<file path="config.mk">
export PLATFORM = sky130hd
export DESIGN_NAME = bootwin_decoder
export DESIGN_NICKNAME = d
export VERILOG_FILES = /design/src/rtl/bw_pkg.sv /design/src/rtl/bw_target_decode.sv /design/src/rtl/bw_wait_timer.sv /design/src/rtl/bw_ctrl_reg.sv /design/src/rtl/bootwin_decoder.sv
export SDC_FILE = /design/constraint.sdc
export NUM_CORES = 1
export LEC_CHECK = 0
export CORE_MARGIN = 5
export CORE_UTILIZATION = 44
export CTS_CLUSTER_SIZE = 30
export DETAILED_ROUTE_END_ITERATION = 8
export DONT_BUFFER_PORTS = 1
export HOLD_SLACK_MARGIN = 0.08
export SLEW_MARGIN = 40
export SYNTH_ARGS = -nofsm -noshare
export SYNTH_HDL_FRONTEND = slang
export SYNTH_HIERARCHICAL = 1
export SYNTH_SLANG_ARGS = --single-unit
export TNS_END_PERCENT = 50
</file>
<file path="constraint.sdc">
create_clock -name clk -period 2.6 [get_ports clk]
set_clock_uncertainty 0.2 [all_clocks]
set_input_delay 0.13 -clock clk [delete_from_list [all_inputs] [get_ports clk]]
set_output_delay 0.13 -clock clk [all_outputs]
set_load 0.005 [all_outputs]
</file>
<file path="src/rtl/bw_pkg.sv">
`timescale 1ns/1ps
package bw_pkg;
  typedef enum logic [1:0] {
    TGT_NONE = 2'd0,
    TGT_ROM  = 2'd1,
    TGT_DRAM = 2'd2,
    TGT_CTRL = 2'd3
  } bw_target_e;

  localparam int ROM_WS_FAST  = 2;
  localparam int ROM_WS_SLOW  = 3;
  localparam int DRAM_WS_FAST = 0;
  localparam int DRAM_WS_SLOW = 1;
  localparam int IO_WS        = 0;
  localparam int CTRL_BITS    = 2;
endpackage

</file>
<file path="src/rtl/bw_target_decode.sv">
`timescale 1ns/1ps
module bw_target_decode
  import bw_pkg::*;
#(
  parameter int ADDR_W    = 20,
  parameter int WIN_TAG_W = 4,
  parameter logic [WIN_TAG_W-1:0] WIN_TAG = '1,
  parameter logic [ADDR_W-1:0] CTRL_ADDR = 20'h000F8,
  parameter int CNT_W     = 2
) (
  input  logic              io,
  input  logic              write,
  input  logic [ADDR_W-1:0] addr,
  input  logic              shadow_sel,
  input  logic              shadow_we,
  input  logic              rom_slow,
  input  logic              dram_slow,
  output bw_target_e        target,
  output logic [CNT_W-1:0]  waits,
  output logic              in_window
);
  localparam int WIN_LSB = ADDR_W - WIN_TAG_W;

  logic [CNT_W-1:0] rom_ws;
  logic [CNT_W-1:0] dram_ws;

  assign in_window = !io && (addr[ADDR_W-1:WIN_LSB] == WIN_TAG);
  assign rom_ws    = rom_slow  ? CNT_W'(ROM_WS_SLOW)  : CNT_W'(ROM_WS_FAST);
  assign dram_ws   = dram_slow ? CNT_W'(DRAM_WS_SLOW) : CNT_W'(DRAM_WS_FAST);

  always_comb begin
    target = TGT_NONE;
    waits  = CNT_W'(IO_WS);
    if (io) begin
      target = (addr == CTRL_ADDR) ? TGT_CTRL : TGT_NONE;
      waits  = CNT_W'(IO_WS);
    end else if (!in_window) begin
      target = TGT_DRAM;
      waits  = dram_ws;
    end else if (write) begin
      // the ROM never sees a write; the hidden DRAM does when unprotected
      target = shadow_we ? TGT_DRAM : TGT_NONE;
      waits  = dram_ws;
    end else if (shadow_sel) begin
      target = TGT_DRAM;
      waits  = dram_ws;
    end else begin
      target = TGT_ROM;
      waits  = rom_ws;
    end
  end
endmodule

</file>
<file path="src/rtl/bw_wait_timer.sv">
`timescale 1ns/1ps
module bw_wait_timer #(
  parameter int CNT_W = 2
) (
  input  logic             clk,
  input  logic             rst_n,
  input  logic             start,
  input  logic [CNT_W-1:0] load_val,
  output logic             busy,
  output logic             last
);
  logic [CNT_W-1:0] cnt_q;

  always_ff @(posedge clk) begin
    if (!rst_n) begin
      busy  <= 1'b0;
      cnt_q <= '0;
    end else if (start && !busy) begin
      busy  <= 1'b1;
      cnt_q <= load_val;
    end else if (busy) begin
      if (cnt_q == '0) busy <= 1'b0;
      else             cnt_q <= cnt_q - 1'b1;
    end
  end

  assign last = busy && (cnt_q == '0);

  AST_LAST_SINGLE_CYCLE: assert property (@(posedge clk) disable iff (!rst_n)
    last |=> !last);
endmodule

</file>
<file path="src/rtl/bw_ctrl_reg.sv">
`timescale 1ns/1ps
module bw_ctrl_reg
  import bw_pkg::*;
(
  input  logic                 clk,
  input  logic                 rst_n,
  input  logic                 wr_en,
  input  logic [CTRL_BITS-1:0] wdata,
  output logic                 shadow_sel,
  output logic                 shadow_we
);
  always_ff @(posedge clk) begin
    if (!rst_n) begin
      shadow_sel <= 1'b0;
      shadow_we  <= 1'b1;
    end else if (wr_en) begin
      shadow_sel <= wdata[0];
      shadow_we  <= wdata[1];
    end
  end

  AST_CTRL_HOLDS: assert property (@(posedge clk) disable iff (!rst_n)
    !wr_en |=> $stable({shadow_sel, shadow_we}));
endmodule

</file>
<file path="src/rtl/bootwin_decoder.sv">
`timescale 1ns/1ps
module bootwin_decoder
  import bw_pkg::*;
#(
  parameter int ADDR_W    = 20,
  parameter int DATA_W    = 8,
  parameter int WIN_TAG_W = 4,
  parameter logic [WIN_TAG_W-1:0] WIN_TAG = '1,
  parameter logic [ADDR_W-1:0] CTRL_ADDR = 20'h000F8,
  parameter int CNT_W     = 2
) (
  input  logic              clk,
  input  logic              rst_n,
  input  logic              cfg_rom_slow,
  input  logic              cfg_dram_slow,
  input  logic              req_valid,
  output logic              req_ready,
  input  logic              req_io,
  input  logic              req_write,
  input  logic [ADDR_W-1:0] req_addr,
  input  logic [DATA_W-1:0] req_wdata,
  output logic [DATA_W-1:0] rsp_rdata,
  output logic              rom_sel,
  output logic              dram_sel,
  output logic              mem_we,
  output logic [DATA_W-1:0] mem_wdata,
  input  logic [DATA_W-1:0] mem_rdata
);
  localparam int PAD_W = DATA_W - CTRL_BITS;

  bw_target_e       dec_tgt;
  logic [CNT_W-1:0] dec_waits;
  logic             dec_win;
  logic             shadow_sel, shadow_we;
  logic             busy, last, start;

  bw_target_e       tgt_q;
  logic             write_q, win_q, io_q;
  logic [CNT_W-1:0] ws_q, age_q;

  bw_target_decode #(
    .ADDR_W(ADDR_W), .WIN_TAG_W(WIN_TAG_W), .WIN_TAG(WIN_TAG),
    .CTRL_ADDR(CTRL_ADDR), .CNT_W(CNT_W)
  ) i_decode (
    .io(req_io), .write(req_write), .addr(req_addr),
    .shadow_sel(shadow_sel), .shadow_we(shadow_we),
    .rom_slow(cfg_rom_slow), .dram_slow(cfg_dram_slow),
    .target(dec_tgt), .waits(dec_waits), .in_window(dec_win)
  );

  assign start = req_valid && !busy;

  bw_wait_timer #(.CNT_W(CNT_W)) i_timer (
    .clk(clk), .rst_n(rst_n), .start(start), .load_val(dec_waits),
    .busy(busy), .last(last)
  );

  bw_ctrl_reg i_ctrl (
    .clk(clk), .rst_n(rst_n),
    .wr_en(last && write_q && (tgt_q == TGT_CTRL)),
    .wdata(req_wdata[CTRL_BITS-1:0]),
    .shadow_sel(shadow_sel), .shadow_we(shadow_we)
  );

  // access context captured at the start edge
  always_ff @(posedge clk) begin
    if (!rst_n) begin
      tgt_q   <= TGT_NONE;
      write_q <= 1'b0;
      win_q   <= 1'b0;
      io_q    <= 1'b0;
      ws_q    <= '0;
    end else if (start) begin
      tgt_q   <= dec_tgt;
      write_q <= req_write;
      win_q   <= dec_win;
      io_q    <= req_io;
      ws_q    <= dec_waits;
    end
  end

  // elapsed-cycle count, kept apart from the down-counter for checking
  always_ff @(posedge clk) begin
    if (!rst_n)              age_q <= '0;
    else if (start)          age_q <= '0;
    else if (busy && !last)  age_q <= age_q + 1'b1;
  end

  assign req_ready = last;
  assign rom_sel   = busy && (tgt_q == TGT_ROM);
  assign dram_sel  = busy && (tgt_q == TGT_DRAM);
  assign mem_we    = last && write_q && (tgt_q == TGT_DRAM);
  assign mem_wdata = req_wdata;

  always_comb begin
    rsp_rdata = '0;
    if (last && !write_q) begin
      case (tgt_q)
        TGT_CTRL: rsp_rdata = {{PAD_W{1'b0}}, shadow_we, shadow_sel};
        TGT_ROM,
        TGT_DRAM: rsp_rdata = mem_rdata;
        default:  rsp_rdata = '0;
      endcase
    end
  end

  AST_SEL_EXCLUSIVE: assert property (@(posedge clk) disable iff (!rst_n)
    !(rom_sel && dram_sel));
  AST_ROM_READ_ONLY: assert property (@(posedge clk) disable iff (!rst_n)
    rom_sel |-> !mem_we);
  AST_ROM_ONLY_WHEN_VISIBLE: assert property (@(posedge clk) disable iff (!rst_n)
    rom_sel |-> !shadow_sel);
  AST_STROBE_AT_READY: assert property (@(posedge clk) disable iff (!rst_n)
    mem_we |-> (req_ready && dram_sel));
  AST_WINDOW_PROTECTED: assert property (@(posedge clk) disable iff (!rst_n)
    (mem_we && win_q) |-> shadow_we);
  AST_OUTSIDE_TO_DRAM: assert property (@(posedge clk) disable iff (!rst_n)
    (busy && !win_q && !io_q) |-> dram_sel);
  AST_WAIT_EXACT: assert property (@(posedge clk) disable iff (!rst_n)
    req_ready |-> (age_q == ws_q));
  AST_READY_PULSE: assert property (@(posedge clk) disable iff (!rst_n)
    req_ready |=> !req_ready);
endmodule

</file>
---- After elaboration in Yosys (flattened, before gate mapping) ----
Index checks and enable logic that the tools add are counted.
Widths: inputs -> output; s select.
word-level totals
  input bits .............................. 43
  ROM bits ................................ 0
  logic and storage cells ................. 50
  memories kept ........................... 0
  bits in writable memories ............... 0
  output and inout bits ................... 20
  register bits after elaboration ......... 8
  latch bits .............................. 0
operators by class
  equality and inequality tests ........... 6
  bitwise gates (word level) .............. 0
  muxes and demuxes ....................... 20
  $add $sub $neg .......................... 1
  shift operators ......................... 0
  $mul .................................... 0
  $lt $le $gt $ge ......................... 0
  div/mod/pow operators ................... 0
  reduce and logical (&&, ||, !) cells .... 17
operators by type and width
  operator             number
  $mux 2               13
  $eq 20x8->1 const B  1
  $pmux 8 s2           1
  $logic_and 1x1->1    10
  $mux 8               1
  $mux 1               5
  $eq 2x2->1 const B   2
  $eq 4x4->1 const B   1
  $logic_not 1->1      3
  $eq 2x1->1 const B   1
  $logic_not 2->1      1
  $ne 2x1->1 const B   1
  $reduce_and 2->1     1
  $reduce_bool 2->1    1
  $reduce_or 2->1      1
  $sub 2x1->2 const B  1

---- Logic depth before layout (Yosys ltp) ----
  word-level depth ........................ 6
  depth in mapped cells ................... 6
  mapped depth without buffers ............ 6

---- Hierarchy ----
The synthesis kept the hierarchy.
modules (own cells, without submodules)
  module            seq. area each (um^2)  area each (um^2)  times used  cells an instance
  bootwin_decoder   60.1                   347.8             1           44
  bw_wait_timer     60.1                   158.9             1           18
  bw_target_decode  0.0                    127.6             1           19
  bw_ctrl_reg       40.0                   70.1              1           6

---- Worst setup path before layout ----
No wires, ideal clock.
  path kind ............................... register -> register
  start ................................... reg i_ctrl.shadow_sel
  end ..................................... reg i_timer.cnt_q[0]
  cell stages (with the launch flop) ...... 6
  data required time ...................... 2330 ps
  path slack .............................. 1099 ps
  path buffers ............................ 0
  arrival time ............................ 1231 ps
  setup time .............................. 70 ps
  clock period less this slack ............ 1501 ps
  cell sequence ........................... dfxtp_1 -> or4_4 -> o21ai_1 -> and3b_1 -> a31oi_1 -> a21boi_1
between the ends
  word-level cells in the longest chain between the ends .. 5
RTL lines
  element                 RTL line                source
  start, declared         bw_ctrl_reg.sv:9        output logic shadow_sel,
  start signal, assigned  bw_ctrl_reg.sv:17       shadow_sel <= wdata[0];
  $mux 2                  bw_target_decode.sv:44  end else if (shadow_sel) begin
  $mux 2                  bw_target_decode.sv:40  end else if (write) begin
  $mux 2                  bw_target_decode.sv:37  end else if (!in_window) begin
  $mux 2                  bw_target_decode.sv:34  if (io) begin
  net dec_waits[0]        bootwin_decoder.sv:32   logic [CNT_W-1:0] dec_waits;
  $mux 2                  bw_wait_timer.sv:18     end else if (start && !busy) begin
  end signal, assigned    bw_wait_timer.sv:20     cnt_q <= load_val;
  end signal, assigned    bw_wait_timer.sv:23     else cnt_q <= cnt_q - 1'b1;
  end, declared           bw_wait_timer.sv:12     logic [CNT_W-1:0] cnt_q;
The timed path passes the listed nets, and every way through them passes these cells.
A chain may end at the register's enable or synchronous reset.

---- Worst setup path in the final report ----
  start ................................... in req_addr[12]
  end ..................................... reg tgt_q[0]
between the ends
  word-level cells in the longest chain between the ends .. 3
RTL lines
  element               RTL line                source
  start, declared       bootwin_decoder.sv:20   input logic [ADDR_W-1:0] req_addr,
  $eq 20x8->1           bw_target_decode.sv:35  target = (addr == CTRL_ADDR) ? TGT_CTRL : TGT_NONE;
  $mux 2                bw_target_decode.sv:35
  $mux 2                bw_target_decode.sv:34
  net dec_tgt[0]        bootwin_decoder.sv:31   bw_target_e dec_tgt;
  end signal, assigned  bootwin_decoder.sv:74   tgt_q <= dec_tgt;
  end, declared         bootwin_decoder.sv:37   bw_target_e tgt_q;
The timed path passes the listed nets, and every way through them passes these cells.

==> metrics.md <==
| Metric | Value |
|---|---|
| Vias/cell | 5.73 |
| DP HPWL | 1370 um |
| FILL cells | 130 |
| Die area | 2490 sq um |
| Lkg Pwr | 0.360 nW |
| Worst Hold Class | input port to flop |
| Cts bufs inserted | 3 |
| Layout cells sized above 1 | 0.120 |
| Max Slew Vio Count | 0 |
| DRT Pass-1 Iters | 4 |
| Final nets | 150 |
| Max incr delay on CP | 0.60 ns |
| Maximum fanout along the worst path | 2 |
| Mapped Avg Cell Area | 8.15 sq um |
| First-pass GRT wire length | 2860 um |
| Max-cap viol count | 0 |
| Max Freq | 407 MHz |
| Remaining Overflow, GRT | 0 |
| Chip Width | 49.9 um |
| Fin area | 885 sq um |
| Pin count of the biggest net entering global routing | 12 |
| Post-DRT Antenna Nets | 0 |
| Core Area | 1510 sq um |
| Vias in the first global route | 693 |
| Diodes inserted | 0 |
| Worst endpoint required time | 2.58 ns |
| Post-synthesis net count | 134 |
| DR DRC count | 0 |
| Final cell count without fillers | 116 |
| GR Util All Layers | 0.147 |
| Minimum clock period | 2.46 ns |
| Placed cell area | 656 sq um |
| RSZ-0062 raised after global routing | no |
| Initial core utilization | 0.465 |
| Pwr per Cell Area | 349 nW/um^2 |
| RD Place Congestion | 0.725 |
| Initial antenna violation count | 0 |
| CTS tree | built |
| Post-placement cell count | 93 |
| Critical Path Most Common Cell | dlygate4sd3_1 |
| Clk root buf | clkbuf_4 |
| Final setup viols | 0 |
| Fin crit share | 0.945 |
| Crit-path cells | dlygate4sd3_1, nor4_2, dlygate4sd3_1, nand4_1, dlygate4sd3_1, o21ai_0, nand2_1, mux2i_1 |
| Area Overhead vs Synth | 26.2% |
| Synth Warn # | 6 |
| Worst-Skew Late Latency | 0.25 ns |
| Slew Limit Headroom | 0.703 |
| Port bufs | 0 |
| Vias | 665 |
| Drt wl/cell | 15.5 um |
| Slowest cell on the critical path | dlygate4sd3_1 |
| H-tree depth | 1 |
| Setup Total Neg Slack | 0 ns |
| Final WL | 1790 um |
| Status | finished, final reports clean |
| Setup crit start kind | input port |
| Clk buf depth | 2 |
| Worst slew pin tran | 0.444 ns |
| Mapped Cells | 86 |
| Initial DRC count | 29 |
| Ports | 63 |
| Critical Path AT | 2.44 ns |
| Die Y | 49.9 um |
| FP Rows | 14 |
| Most frequent cells in the layout | 20 x dlygate4sd3_1, 8 x and2_1, 8 x dfxtp_1 |
| VDD IR-drop max | 0.277 mV |
| Critical Path Sink Type | flop |
| Final Hold Vio Count | 0 |
| Cell Area, Synth | 701 sq um |
| Most common cell after layout, fill and taps aside | dlygate4sd3_1 |
| Sink Count | 8 |
| Clk slew on worst S/H paths | 0.05 ns |
| Worst setup path class | input port to flop |
-- repair_timing --
| action | CTS | global route |
|---|---|---|
| hold endpoints to repair | 16 | 0 |
| buffers inserted | 0 | 0 |
| hold buffers | 20 | 0 |
| resized for setup | 0 | 1 |
| endpoints found under the setup margin | 0 | 1 |
-- per-layer routing --
layer,track usage,up-vias,part of all wire
li1,-,322,-
met1,0.152,284,0.38
met2,0.256,55,0.46
met3,0.0392,4,0.13
met4,0.0917,0,0.031
met5,0,-,0
-- power by group --
part / internal (W) / switching (W) / leakage [nW] / total [W]
Clock: 0.0000527 / 0.0000409 / 0.0138 / 0.0000937
Sequential: 0.000131 / 0.00000787 / 0.0654 / 0.000139
Combinational: 0.0000423 / 0.0000342 / 0.281 / 0.0000765
-- critical path, delay by kind of cell --
kind,cells,cell delay (ns)
buf+inv,3,1.71
simple gates,3,0.30
compound gates,1,0.15
mux,1,0.14
-- sequential cells by signal, summed over array words and instances (netlist names) --
signal,count
i_timer/busy,1
i_timer/cnt_q,2
i_ctrl/shadow_sel,1
tgt_q,2
i_ctrl/shadow_we,1
write_q,1
-- layout make-up --
cell class | instances | area [sq um] | area share
tap | 16 | 20.0 | 0.0226
timing repair buffer | 20 | 200 | 0.226
multi-input combinational | 61 | 452 | 0.511
sequential | 8 | 160 | 0.181
clock buffer | 3 | 22.5 | 0.0255
inverter | 8 | 30.0 | 0.0339
-- stage by stage --
step / power, W / hold WS (ns) / utilization / setup WS [ns]
2_1_floorplan: 0.000195 / -0.00806 / - / 1.10
3_3_place_gp: 0.000193 / -0.00393 / 0.435 / 1.00
3_5_place_dp: 0.000195 / -0.00397 / 0.435 / 0.992
4_1_cts: 0.000312 / 0.171 / 0.583 / 0.149
5_1_grt: 0.000326 / 0.177 / 0.587 / 0.0276
6_report: 0.000309 / 0.173 / 0.587 / 0.142
-- final timing paths --
path / start / endpoint / slack [ns] / depth (start not counted)
setup / recovery: req_addr[12] / tgt_q[0] / 0.14 / 8
hold reg to reg: i_timer/cnt_q[0] / i_timer/cnt_q[0] / 0.28 / 2
setup reg to reg: i_timer/cnt_q[0] / i_ctrl/shadow_we / 0.46 / 7
hold / removal: cfg_rom_slow / i_timer/cnt_q[0] / 0.17 / 5
(Power assumes the default switching activity.)
